--- src/rtl/lcd_drv_pkg.sv ---
package lcd_drv_pkg;

   localparam int RAIL_W = 3;

   typedef enum logic [RAIL_W-1:0] {
      RAIL_NONE = 3'd0,
      RAIL_V1   = 3'd1,
      RAIL_V2   = 3'd2,
      RAIL_V3   = 3'd3,
      RAIL_V4   = 3'd4,
      RAIL_V5   = 3'd5,
      RAIL_V6   = 3'd6
   } rail_e;

   // Select rail: a set bit picks V1/V2, a clear bit picks the chain's
   // non-select pair. The swap flag inverts the alternation phase.
   function automatic rail_e pick_rail(input logic d, input logic m,
                                       input logic swap,
                                       input rail_e off_hi,
                                       input rail_e off_lo);
      logic ph;
      ph = m ^ swap;
      if (d) return ph ? RAIL_V1 : RAIL_V2;
      return ph ? off_hi : off_lo;
   endfunction

endpackage

--- src/rtl/lcd_drv_sync.sv ---
module lcd_drv_sync #(
   parameter int W      = 1,
   parameter int STAGES = 2
) (
   input  logic         clk,
   input  logic         rst,
   input  logic [W-1:0] d,
   output logic [W-1:0] q
);
   localparam int TOT = W * STAGES;

   if (STAGES < 2) begin : g_bad_stages
      $error("lcd_drv_sync needs at least two stages");
   end

   logic [TOT-1:0] pipe;

   always_ff @(posedge clk) begin
      if (rst) pipe <= '0;
      else     pipe <= {pipe[TOT-W-1:0], d};
   end

   assign q = pipe[TOT-1 -: W];
endmodule

--- src/rtl/lcd_drv_edge.sv ---
module lcd_drv_edge #(
   parameter int N = 2
) (
   input  logic         clk,
   input  logic         rst,
   input  logic [N-1:0] lvl,
   output logic [N-1:0] rise,
   output logic [N-1:0] fall
);
   logic [N-1:0] prev;

   always_ff @(posedge clk) begin
      if (rst) prev <= '0;
      else     prev <= lvl;
   end

   assign rise = lvl & ~prev;
   assign fall = ~lvl & prev;
endmodule

--- src/rtl/lcd_drv_chain.sv ---
module lcd_drv_chain #(
   parameter int LEN = 20
) (
   input  logic           clk,
   input  logic           rst,
   input  logic           shift_en,
   input  logic           latch_en,
   input  logic           dir,
   input  logic           in_l,
   input  logic           in_r,
   output logic           out_l,
   output logic           out_r,
   output logic           oe_l,
   output logic           oe_r,
   output logic [LEN-1:0] latched
);
   if (LEN < 2) begin : g_bad_len
      $error("lcd_drv_chain needs at least two stages");
   end

   logic [LEN-1:0] sr;

   always_ff @(posedge clk) begin
      if (rst) begin
         sr <= '0;
      end else if (shift_en) begin
         if (!dir) sr <= {sr[LEN-2:0], in_l};
         else      sr <= {in_r, sr[LEN-1:1]};
      end
   end

   always_ff @(posedge clk) begin
      if (rst)           latched <= '0;
      else if (latch_en) latched <= sr;
   end

   assign oe_l  = dir;
   assign oe_r  = ~dir;
   assign out_l = dir & sr[0];
   assign out_r = ~dir & sr[LEN-1];
endmodule

--- src/rtl/lcd_drv_levmap.sv ---
module lcd_drv_levmap
   import lcd_drv_pkg::*;
#(
   parameter int    LEN    = 20,
   parameter rail_e OFF_HI = RAIL_V3,
   parameter rail_e OFF_LO = RAIL_V4
) (
   input  logic [LEN-1:0]        latched,
   input  logic                  m,
   input  logic                  swap,
   output logic [LEN*RAIL_W-1:0] codes
);
   for (genvar i = 0; i < LEN; i++) begin : g_ch
      assign codes[i*RAIL_W +: RAIL_W] =
         pick_rail(latched[i], m, swap, OFF_HI, OFF_LO);
   end
endmodule

--- src/rtl/lcd_drv_core.sv ---
module lcd_drv_core
   import lcd_drv_pkg::*;
#(
   parameter int CHAIN_LEN   = 20,
   parameter int SYNC_STAGES = 2
) (
   input  logic                         clk,
   input  logic                         rst,
   input  logic                         cl1_in,
   input  logic                         cl2_in,
   input  logic                         alt_m,
   input  logic                         mode_com,
   input  logic                         dir1,
   input  logic                         dir2,
   input  logic                         ser1_l_in,
   input  logic                         ser1_r_in,
   input  logic                         ser2_l_in,
   input  logic                         ser2_r_in,
   output logic                         ser1_l_out,
   output logic                         ser1_l_oe,
   output logic                         ser1_r_out,
   output logic                         ser1_r_oe,
   output logic                         ser2_l_out,
   output logic                         ser2_l_oe,
   output logic                         ser2_r_out,
   output logic                         ser2_r_oe,
   output logic [2*CHAIN_LEN*3-1:0]     lvl_out
);
   localparam int NUM_OUT = 2 * CHAIN_LEN;
   localparam int BUS_W   = CHAIN_LEN * RAIL_W;
   localparam int IN_W    = 8;

   if (RAIL_W != 3) begin : g_bad_rail
      $error("level bus assumes 3-bit rail codes");
   end
   if (NUM_OUT * RAIL_W != $bits(lvl_out)) begin : g_bad_bus
      $error("level bus width mismatch");
   end

   logic [IN_W-1:0] raw_in, syn;
   logic cl1_s, cl2_s, m_s, mode_s;
   logic s1l, s1r, s2l, s2r;
   logic [1:0] rise, fall;
   logic c1_shift, c1_latch, c2_shift, c2_latch;
   logic [CHAIN_LEN-1:0] lat1, lat2;
   logic [BUS_W-1:0] codes1, codes2;

   assign raw_in = {ser2_r_in, ser2_l_in, ser1_r_in, ser1_l_in,
                    mode_com, alt_m, cl2_in, cl1_in};

   lcd_drv_sync #(.W(IN_W), .STAGES(SYNC_STAGES)) u_sync (
      .clk(clk), .rst(rst), .d(raw_in), .q(syn));

   assign {s2r, s2l, s1r, s1l, mode_s, m_s, cl2_s, cl1_s} = syn;

   lcd_drv_edge #(.N(2)) u_edge (
      .clk(clk), .rst(rst), .lvl({cl2_s, cl1_s}), .rise(rise), .fall(fall));

   // index 0: latch strobe, index 1: shift strobe
   assign c1_shift = fall[1];
   assign c1_latch = fall[0];
   assign c2_shift = mode_s ? rise[0] : fall[1];
   assign c2_latch = mode_s ? rise[1] : fall[0];

   lcd_drv_chain #(.LEN(CHAIN_LEN)) u_chain1 (
      .clk(clk), .rst(rst), .shift_en(c1_shift), .latch_en(c1_latch),
      .dir(dir1), .in_l(s1l), .in_r(s1r),
      .out_l(ser1_l_out), .out_r(ser1_r_out),
      .oe_l(ser1_l_oe), .oe_r(ser1_r_oe), .latched(lat1));

   lcd_drv_chain #(.LEN(CHAIN_LEN)) u_chain2 (
      .clk(clk), .rst(rst), .shift_en(c2_shift), .latch_en(c2_latch),
      .dir(dir2), .in_l(s2l), .in_r(s2r),
      .out_l(ser2_l_out), .out_r(ser2_r_out),
      .oe_l(ser2_l_oe), .oe_r(ser2_r_oe), .latched(lat2));

   lcd_drv_levmap #(.LEN(CHAIN_LEN), .OFF_HI(RAIL_V3), .OFF_LO(RAIL_V4))
   u_map1 (.latched(lat1), .m(m_s), .swap(1'b0), .codes(codes1));

   lcd_drv_levmap #(.LEN(CHAIN_LEN), .OFF_HI(RAIL_V5), .OFF_LO(RAIL_V6))
   u_map2 (.latched(lat2), .m(m_s), .swap(mode_s), .codes(codes2));

   assign lvl_out = {codes2, codes1};
endmodule

--- config.mk ---
export PLATFORM = sky130hd
export DESIGN_NAME = lcd_drv_core
export DESIGN_NICKNAME = d
export VERILOG_FILES = /design/src/rtl/lcd_drv_pkg.sv /design/src/rtl/lcd_drv_sync.sv /design/src/rtl/lcd_drv_edge.sv /design/src/rtl/lcd_drv_chain.sv /design/src/rtl/lcd_drv_levmap.sv /design/src/rtl/lcd_drv_core.sv
export SDC_FILE = /design/constraint.sdc
export NUM_CORES = 1
export LEC_CHECK = 0
export BUFFER_PORTS_ARGS = -buffer_cell sky130_fd_sc_hd__buf_2
export CAP_MARGIN = 20
export CELL_PAD_IN_SITES_DETAIL_PLACEMENT = 2
export CELL_PAD_IN_SITES_GLOBAL_PLACEMENT = 2
export CORE_MARGIN = 2
export CORE_UTILIZATION = 33
export DETAILED_ROUTE_END_ITERATION = 12
export PLACE_DENSITY_LB_ADDON = 0.15
export SLEW_MARGIN = 0
export SYNTH_ARGS = -nofsm -noshare
export SYNTH_HDL_FRONTEND = slang
export SYNTH_HIERARCHICAL = 1
export SYNTH_SLANG_ARGS = --single-unit
--- constraint.sdc ---
create_clock -name clk -period 2.7 [get_ports clk]
set_input_delay 0 -clock clk [delete_from_list [all_inputs] [get_ports clk]]
set_output_delay 0 -clock clk [all_outputs]
set_load 0.05 [all_outputs]
## After elaboration in Yosys (flattened, before gate mapping)

Index checks and enable logic that the tools add are counted.

- Bits in registers: 98
- Input bits: 12
- Output and inout bits: 128
- Word-level logic and storage cells: 145

- Mux-type cells: 128
- Bitwise logic cells: 11

Operators by type and width:

| kind | count |
|---|---|
| 3-bit 2-to-1 mux | 81 |
| 1-bit 2-to-1 mux | 42 |
| 20-bit 2-to-1 mux | 2 |
| 2-bit 2-to-1 mux | 3 |
| 1-bit AND | 4 |
| 2-bit AND | 2 |
| 2-bit inverter | 2 |
| 1-bit inverter | 2 |
| 1-bit XOR | 1 |

## Depth between registers and ports, before layout

Gate-level depths: netlist (run 1).

- Word-level depth: 4
- Depth in mapped cells: 6
- Depth with buffers taken out: 4

## Cells and area by module

The synthesis (run 1) kept the hierarchy.

By module, submodules not included:

| module | times used | cells an instance | area an instance (µm²) |
|---|---|---|---|
| lcd_drv_chain | 2 | 157 | 1619.1 |
| lcd_drv_sync | 1 | 41 | 524.3 |
| lcd_drv_levmap (u_map1) | 1 | 64 | 434.2 |
| lcd_drv_levmap (u_map2) | 1 | 60 | 377.9 |
| lcd_drv_edge | 1 | 8 | 77.6 |
| lcd_drv_core | 1 | 3 | 26.3 |

## Worst setup path after synthesis (run 1)

OpenSTA, ideal clock, no wires.

- Kind: flip-flop to output port
- From: reg u_sync.pipe[11]
- To: out lvl_out[100]
- Arrival time: 2.380 ns
- Setup slack: 0.320 ns
- Stages on the path, launching flop included: 4
- Path through: dfxtp_1 -> buf_4 -> xnor2_1 -> buf_4

- Word-level cells in the longest chain between the ends: 4
- Elaborated cells between the ends (all ways): 5

RTL lines:

| what | RTL line | RTL |
|---|---|---|
| start, declared | lcd_drv_sync.sv:16 | `logic [TOT-1:0] pipe;` |
| start signal, assigned | lcd_drv_sync.sv:20 | `else pipe <= {pipe[TOT-W-1:0], d};` |
| 1-bit XOR * | lcd_drv_pkg.sv:22 | `ph = m ^ swap;` |
| 2-bit 2-to-1 mux | lcd_drv_pkg.sv:23, lcd_drv_pkg.sv:24 |  |
| 3-bit 2-to-1 mux | lcd_drv_pkg.sv:23 | `if (d) return ph ? RAIL_V1 : RAIL_V2;` |
| 3-bit 2-to-1 mux * | lcd_drv_pkg.sv:24 | `return ph ? off_hi : off_lo;` |
| end, declared | lcd_drv_core.sv:27 | `output logic [2*CHAIN_LEN*3-1:0] lvl_out` |

Mark *: on every way between the ends. The rest lies on a longest branch, timed or not. The select of a mux whose other input is x is not followed.

## Final worst setup path (run 1)

- From: reg u_sync.pipe[10]
- To: out lvl_out[43]

- Word-level cells in the longest chain between the ends: 3
- Elaborated cells between the ends (all ways): 4

RTL lines:

| what | RTL line |
|---|---|
| 2-bit 2-to-1 mux | lcd_drv_pkg.sv:23 |
| 3-bit 2-to-1 mux | lcd_drv_pkg.sv:23 |
| 3-bit 2-to-1 mux * | lcd_drv_pkg.sv:24 |

Marked as above.

==> reports/results.txt, run 1 <==
largest cells by area after synthesis: dfxtp_1, mux2i_1, buf_4
Avg Cell Area, Syn: 9.55 sq um
GRT Resource Usage Total: 14.5%
crit share post-route: 74.6%
Slew HR: 51.1%
total power: 3.57 mW
first-pass GRT wire length: 17100 um
post-synthesis sequential area ratio: 41.9%
post-DP HPWL: 7040 um
drt wl/cell: 14.3 um
DR vias/cell: 4.55
slowest stage delay, CP: 0.50 ns
Site Rows: 43
largest family of logic cells by synthesized area: multiplexers
slowest CP cell: buf_4
gpl congestion: 0.682
VDD IR max: 264 uV
PostCTS Resize Cnt: 0
PwrDens: 674 mW/mm^2
largest net degree at the start of global routing: 61
Critical Path Source Type: flip-flop
initial antenna violation count: 0
CTS clk-pin slew, worst paths: 0.06 ns
RSZ-0062 raised after global routing: false
drt total wl: 10600 um
commonest cells after routing, fill and taps aside: buf_2, nor2_1, dfxtp_1
Gate Count Post-Synth: 490
chip width: 123 um
GRT overflow: 0
Max FO, Critical Path: 60
final hold vios: 0
CTS H-tree depth: 3
nets: 569
P_leak: 2.22 nW
Starting DRT DRC Count: 109
Yosys cell types: 19
status: finished, final reports clean
Die Ht: 123 um
Core ar.: 0.0139 sq mm
root buf cell: clkbuf_16
worst-case clock buffer depth: 2
Arr. time, crit path: 2.02 ns
worst path required time: 2.70 ns
Worst Clk Skew: 0.00468 ns
Setup crit end kind: output port
FILL cells: 1557
Max Cap Viol: 0
share of cells above drive strength 1: 31.5%
Max Slew Vio Count: 0
simple logic cell fraction of the synthesized area: 12.2%
worst skew pair latency: 0.35 ns
Synth Cell Area: 0.00468 sq mm
Routed Antenna Nets: 0
Crit Path Class: reg2out
Synth Area in Compound Gates: 6.42%
post-synth top area share: 41.9%
CTS tree: done
CTS Buf Count: 9
ant diodes: 0
Post-Synth XOR/XNOR Area: 4.47%
final setup vio count: 0
Die ar.: 0.0151 sq mm
Fin Setup TNS: 0 ns
Initial Util: 33.7%
commonest non-fill, non-tap cell in the layout: buf_2
DRC: 0
Post-Syn Nets: 502
min cycle time layout: 2.02 ns
IO Count: 140
CTS sink cnt: 98
number of synthesized register bits: 98
multiplexer share of the synthesized area: 17.6%
Vias: 3379
vias in the first global route: 3248
Ys Warns: 6
Yosys top cell by area: dfxtp_1
type of the tightest min-delay check: in2reg
Pre-antenna DRT Iters: 4
P&R area growth vs syn: 13.1%
number of buffers added on ports: 139
Worst-Margin Slew: 0.733 ns
adder and majority gate portion of the synthesized area: 0%
critical path, cell by cell: xor2_4, buf_4, xor2_1, buf_2
Max Freq: 496 MHz
-- registers in the layout, summed over array words and instances (netlist names) --
| name | flops |
|---|---|
| u_chain1/latched | 20 |
| u_edge/prev | 2 |
| u_chain2/latched | 20 |
| u_chain2/sr | 20 |
| u_chain1/sr | 20 |
| u_sync/pipe | 16 |
-- layout make-up --
cell class              count  area (sq um)  share of cell area, %
inverters                  22          82.6                   1.56
clock inverters             3          15.0                  0.284
well taps                 180           225                   4.26
flip-flops and latches     98          1960                   37.1
multi-input cells         272          1920                   36.4
clock buffers              13           250                   4.73
repair buffers            154           831                   15.7
-- power by group --
| part | internal, mW | switching (mW) |
|---|---|---|
| sequential | 1.48 | 0.0335 |
| combinational | 0.186 | 0.679 |
| clock | 0.646 | 0.539 |
| total | 2.32 | 1.25 |
-- kinds of logic after synthesis --
group / count (synthesis)
simple gates: 126
buf+inv: 120
flops: 98
mux: 82
compound gates: 40
xor+xnor: 23
other cells: 1
-- worst paths after layout --
path / startpoint / endpoint / slack (ns) / depth (start not counted)
max: u_sync/pipe[10] / lvl_out[43] / 0.68 / 4
min: rst / u_sync/pipe[7] / 0.11 / 2
max reg2reg: u_sync/pipe[8] / u_chain2/sr[17] / 1.05 / 4
min reg2reg: u_sync/pipe[4] / u_sync/pipe[12] / 0.44 / 1
-- routing by layer --
layer	share of wire [%]	vias up	GRT usage [%]
li1	-	1663	-
met3	5.4	12	3.32
met2	47	85	23.1
met4	1.8	0	6.18
met5	0	-	0
met1	45	1619	18.8
-- Yosys cell counts --
cell / instances
a211oi_1: 40
and2_1: 2
and2b_2: 6
buf_12: 4
buf_2: 10
buf_4: 69
buf_6: 3
clkbuf_1: 12
conb_1: 1
dfxtp_1: 98
inv_1: 22
mux2_2: 2
mux2i_1: 80
nor2_1: 100
nor2b_1: 11
nor2b_2: 7
xnor2_1: 1
xor2_1: 21
xor2_2: 1
-- stage by stage --
step	hold WS [ns]	utilization, %	cells	area, sq um	setup slack (ns)
after floorplan	0.0716	-	490	4680	0.320
after global placement	0.211	35.6	717	4940	1.13
after detailed placement	0.213	35.6	717	4940	1.03
after CTS	0.117	38.0	741	5280	0.632
after global routing	0.155	38.1	742	5290	0.538
final	0.111	38.1	742	5290	0.685
-- critical path, delay by kind of cell, from the launching register on --
family / cells / cell delay, ns
xor gates and xnor gates: 2 / 0.36
buffers and inverters: 2 / 0.78
DFF: 1 / 0.47
-- timing repair --
item,CTS,global route
hold buffers,8,0
buffers inserted,0,0
endpoints found under the hold margin,8,0
Power figures use the tool's default switching activity.
==> run 2: changes to the inputs <==
--- a/config.mk
+++ b/config.mk
@@ -10,7 +10,7 @@
 export CELL_PAD_IN_SITES_DETAIL_PLACEMENT = 2
 export CELL_PAD_IN_SITES_GLOBAL_PLACEMENT = 2
 export CORE_MARGIN = 2
-export CORE_UTILIZATION = 33
+export CORE_UTILIZATION = 31
 export DETAILED_ROUTE_END_ITERATION = 12
 export PLACE_DENSITY_LB_ADDON = 0.15
 export SLEW_MARGIN = 0
==> constraint.sdc (replaced) <==
create_clock -name clk -period 2 [get_ports clk]
set_input_delay 0 -clock clk [delete_from_list [all_inputs] [get_ports clk]]
set_output_delay 0 -clock clk [all_outputs]
set_load 0.05 [all_outputs]
==> run 2 against run 1 <==
Against the previous run:
- utilization down 1.4 points
- register-to-register slack worse by 0.72 ns
- sequential share of layout area down 0.54 points
- via count up 1.2%
- highest routed layer unchanged
- non-clock buffer count down 2
- routed wire length up 1.8%
==> reports/results.txt, run 2 (synthesis results as in run 1) <==
status: finished, final reports clean
commonest non-fill, non-tap cell in the layout: buf_2
commonest cells after routing, fill and taps aside: buf_2, nor2_1, dfxtp_1
type of the tightest min-delay check: in2reg
hold slack: 0.0943 ns
crit share post-route: 91.3%
chip width: 127 um
RSZ-0062 raised after global routing: false
Max FO, Critical Path: 57
Vias: 3418
number of buffers added on ports: 139
Slew HR: 52.3%
final hold vios: 0
Core ar.: 0.0146 sq mm
FILL cells: 1632
gpl congestion: 0.698
VDD IR max: 359 uV
post-route cell area: 0.00537 sq mm
Post-CTS Setup Bufs: 0
Max Cap Viol: 0
Arr. time, crit path: 1.83 ns
Setup crit end kind: output port
CTS Buf Count: 9
first-pass GRT wire length: 17500 um
min cycle time layout: 1.83 ns
dpl cells: 720
Die Ht: 127 um
P_leak: 2.25 nW
drt total wl: 10800 um
ant diodes: 0
Site Rows: 44
CTS H-tree depth: 3
critical path, cell by cell: xor2_4, buf_12, xor2_1, buf_2
GRT overflow: 0
slowest CP cell: dfxtp_2
PwrDens: 941 mW/mm^2
vias in the first global route: 3315
worst-case clock buffer depth: 2
IO Count: 140
Non-Filler Instances: 744
Max Freq: 547 MHz
Max Slew Vio Count: 0
CTS sink cnt: 98
share of cells above drive strength 1: 32.3%
Starting DRT DRC Count: 110
Fin Setup TNS: 0 ns
DRC: 0
post-DP HPWL: 7150 um
worst path required time: 2.00 ns
DR vias/cell: 4.59
nets: 567
Die ar.: 0.0161 sq mm
drt wl/cell: 14.5 um
worst skew pair latency: 0.35 ns
CTS clk-pin slew, worst paths: 0.07 ns
Worst-Margin Slew: 0.715 ns
root buf cell: clkbuf_16
CTS tree: done
Worst Clk Skew: 0.00708 ns
Routed Antenna Nets: 0
Pre-antenna DRT Iters: 3
slowest stage delay, CP: 0.43 ns
Area after DPL: 0.00497 sq mm
P&R area growth vs syn: 14.8%
Initial Util: 31.9%
largest net degree at the start of global routing: 58
final setup vio count: 0
initial antenna violation count: 0
Crit Path Class: reg2out
GRT Resource Usage Total: 13.6%
Critical Path Source Type: flip-flop
final core occ: 36.7%
run 2: cell types whose count changed in the layout (fill, tap and decap cells not counted), moves of 2 or more:
cell / change
buf_12: +2
clkbuf_1: -3
buf_4: -4
clkbuf_8: +2
run 2: area by class of cell:
cell class,count,area [sq um],area share [%]
clock inverters,4,48.8,0.909
well taps,184,230,4.29
inverters,22,82.6,1.54
clock buffers,12,267,4.96
flip-flops and latches,98,1960,36.6
repair buffers,152,841,15.7
multi-input cells,272,1940,36.1
run 2: per-layer routing:
layer  wire, um  track usage [%]  share of wire [%]  up-vias
li1           -                -                  -     1657
met1       5060             17.7                 47     1655
met2       5010             21.7                 46       95
met3        525             2.91                4.9       11
met4        184             6.01                1.7        0
met5          0                0                  0        -
run 2: path summary, 6_finish.rpt:
path,start,endpoint,slack [ns],cells past startpoint
setup / recovery,u_sync/pipe[10],lvl_out[49],0.17,4
hold / removal,rst,u_chain2/latched[0],0.09,2
hold reg to reg,u_sync/pipe[4],u_sync/pipe[12],0.44,1
setup reg to reg,u_sync/pipe[8],u_chain2/sr[1],0.33,4
run 2: stage by stage:
step	worst slack, ns	power (mW)
3_5_place_dp	0.334	3.27
2_1_floorplan	0.302	3.17
5_1_grt	0.0716	5.28
6_report	0.173	5.05
4_1_cts	0.0333	5.15
3_3_place_gp	0.443	3.25
run 2: repair_timing:
action	4_1_cts	5_1_grt
gates resized for setup	0	1
hold buffers	8	0
endpoints found under the hold margin	8	0
endpoints found under the setup margin	0	5
run 2: critical path, delay by kind of cell (launching register included):
family	cells	cell delay, ns
buf+inv	2	0.58
flops	1	0.43
xor+xnor	2	0.45
run 2: power breakdown:
part / leakage (nW) / internal (mW) / switching (mW)
logic: 1.29 / 0.256 / 0.920
clock network: 0.159 / 1.07 / 0.758
registers: 0.796 / 2.00 / 0.0465
total: 2.25 / 3.33 / 1.72
==> run 3: changes to the inputs <==
--- a/config.mk
+++ b/config.mk
@@ -13,6 +13,7 @@
 export CORE_UTILIZATION = 31
 export DETAILED_ROUTE_END_ITERATION = 12
 export PLACE_DENSITY_LB_ADDON = 0.15
+export RECOVER_POWER = 100
 export SLEW_MARGIN = 0
 export SYNTH_ARGS = -nofsm -noshare
 export SYNTH_HDL_FRONTEND = slang
==> run 3 against run 2 <==
Against the previous run:
- worst hold slack got worse by 0.0061 ns
- cell count did not move
- global-route usage did not move
- total power fell by 0.10%
- the flow now finishes with violations (max-capacitance violations, max-slew violations)
- highest routed layer unchanged
- critical path type unchanged
- combinational power barely moved
==> reports/results.txt, run 3 (synthesis results as in run 1) <==
Arr. time, crit path: 1.86 ns
GRT Max-Usage Layer: met2
Critical Path Source Type: flip-flop
met2 Usage GRT: 21.7%
violated checks: max-capacitance violations, max-slew violations
GRT met3 Usage: 2.91%
crit share post-route: 92.9%
commonest cells after routing, fill and taps aside: nor2_1, dfxtp_1, clkbuf_2, mux2i_1, clkbuf_1
final core occ: 36.2%
Worst Clk Skew: 0.00744 ns
vias in the first global route: 3315
post-DP HPWL: 7150 um
Reg2Reg Capture Point: u_chain2/sr[1]
ant diodes: 0
type of the tightest min-delay check: in2reg
final setup vio count: 0
number of buffers added on ports: 139
Die ar.: 0.0161 sq mm
Max Cap Viol: 2
gpl congestion: 0.698
Core ar.: 0.0146 sq mm
drt total wl: 10800 um
Pre-antenna DRT Iters: 3
share of cells above drive strength 1: 23.6%
post-route cell area: 0.00530 sq mm
critical path, cell by cell: xor2_4, buf_12, xor2_1, clkbuf_2
Site Rows: 44
Vias: 3413
GRT overflow: 0
WHS Endpoint: u_chain2/latched[0]
P&R area growth vs syn: 13.3%
PwrDens: 952 mW/mm^2
VDD IR max: 357 uV
dpl cells: 720
worst path required time: 2.00 ns
Initial Util: 31.9%
P_leak: 2.16 nW
GRT Resource Usage Total: 13.6%
CTS Buf Count: 9
CTS sink cnt: 98
DRC: 0
GR met1 Demand/Resource: 17.7%
root buf cell: clkbuf_16
worst skew pair latency: 0.35 ns
Crit Path Class: reg2out
status: finished, violations left
largest net degree at the start of global routing: 58
hold_sp: rst
hold slack: 0.0881 ns
CTS H-tree depth: 3
initial antenna violation count: 0
first-pass GRT wire length: 17500 um
Starting DRT DRC Count: 117
Fin Setup TNS: 0 ns
slowest stage delay, CP: 0.44 ns
Max Freq: 538 MHz
Max Slew Vio Count: 50
CTS tree: done
slowest CP cell: dfxtp_2
start point of the critical path: u_sync/pipe[10]
hold path cells: 2
drt wl/cell: 14.5 um
chip width: 127 um
Reg2Reg Depth: 4
FILL cells: 1664
Routed Antenna Nets: 0
IO Count: 140
final hold vios: 0
Slew HR: -8.55%
Area after DPL: 0.00497 sq mm
crit-path leading delay family: buffers and inverters
Post-CTS Setup Bufs: 0
Non-Filler Instances: 744
worst-case clock buffer depth: 2
reg-to-reg slack, setup: 0.34 ns
Worst-Margin Slew: 1.63 ns
Setup crit end kind: output port
min cycle time layout: 1.86 ns
CP bufs+invs: 2
DR vias/cell: 4.59
RSZ-0062 raised after global routing: false
nets: 567
commonest non-fill, non-tap cell in the layout: nor2_1
Die Ht: 127 um
CTS clk-pin slew, worst paths: 0.07 ns
r2r startpoint: u_sync/pipe[8]
Max FO, Critical Path: 57
[run 3: changes by cell type in the layout (fill, tap and decap cells not counted)]
cell / delta
clkbuf_1: +45
buf_4: -1
nor2b_1: +4
clkbuf_2: +80
nor2b_2: -4
buf_2: -124
[run 3: layer usage]
layer | part of all wire [%] | vias to the layer above | wire (um)
met3 | 4.9 | 11 | 525
li1 | - | 1655 | -
met5 | 0 | - | 0
met4 | 1.7 | 0 | 184
met1 | 47 | 1652 | 5060
met2 | 46 | 95 | 5020
[run 3: layout make-up]
type	instances	area (sq um)	area share, %
inverters	22	82.6	1.56
repair buffers	152	782	14.8
clock inverters	4	48.8	0.920
clock buffers	12	267	5.03
flip-flops and latches	98	1960	37.0
well taps	184	230	4.34
multi-input cells	272	1930	36.4
[run 3: what timing repair did]
item / 4_1_cts / 5_1_grt
hold buffers: 8 / 0
endpoints found under the setup margin: 0 / 5
resized for setup: 0 / 1
hold endpoints to repair: 8 / 0
[run 3: worst max path at each step]
| stage | to | depth (start not counted) |
|---|---|---|
| global route | lvl_out[49] | 4 |
| CTS | lvl_out[49] | 4 |
| global placement | u_chain2/latched[15] | 3 |
| floorplan | lvl_out[100] | 3 |
| finish | lvl_out[49] | 4 |
| detailed placement | u_chain2/sr[5] | 4 |
[run 3: worst reg2reg max path, stage by stage, from the launching register on]
cell and delay, ns:
dfxtp_1 0.35, nor2b_1 0.17, mux2_2 0.66, nor2_1 0.14, a211oi_1 0.25
[run 3: power by group]
part           total (mW)  internal [mW]  switching [mW]
Clock                1.83           1.07           0.761
Sequential           2.05           2.00          0.0463
Combinational        1.17          0.243           0.925
Total                5.05           3.31            1.73
[run 3: through the flow]
step           setup slack (ns)  power, mW
2_1_floorplan             0.302       3.17
3_3_place_gp              0.443       3.25
3_5_place_dp              0.334       3.27
4_1_cts                  0.0333       5.15
5_1_grt                  0.0384       5.28
6_report                  0.141       5.05
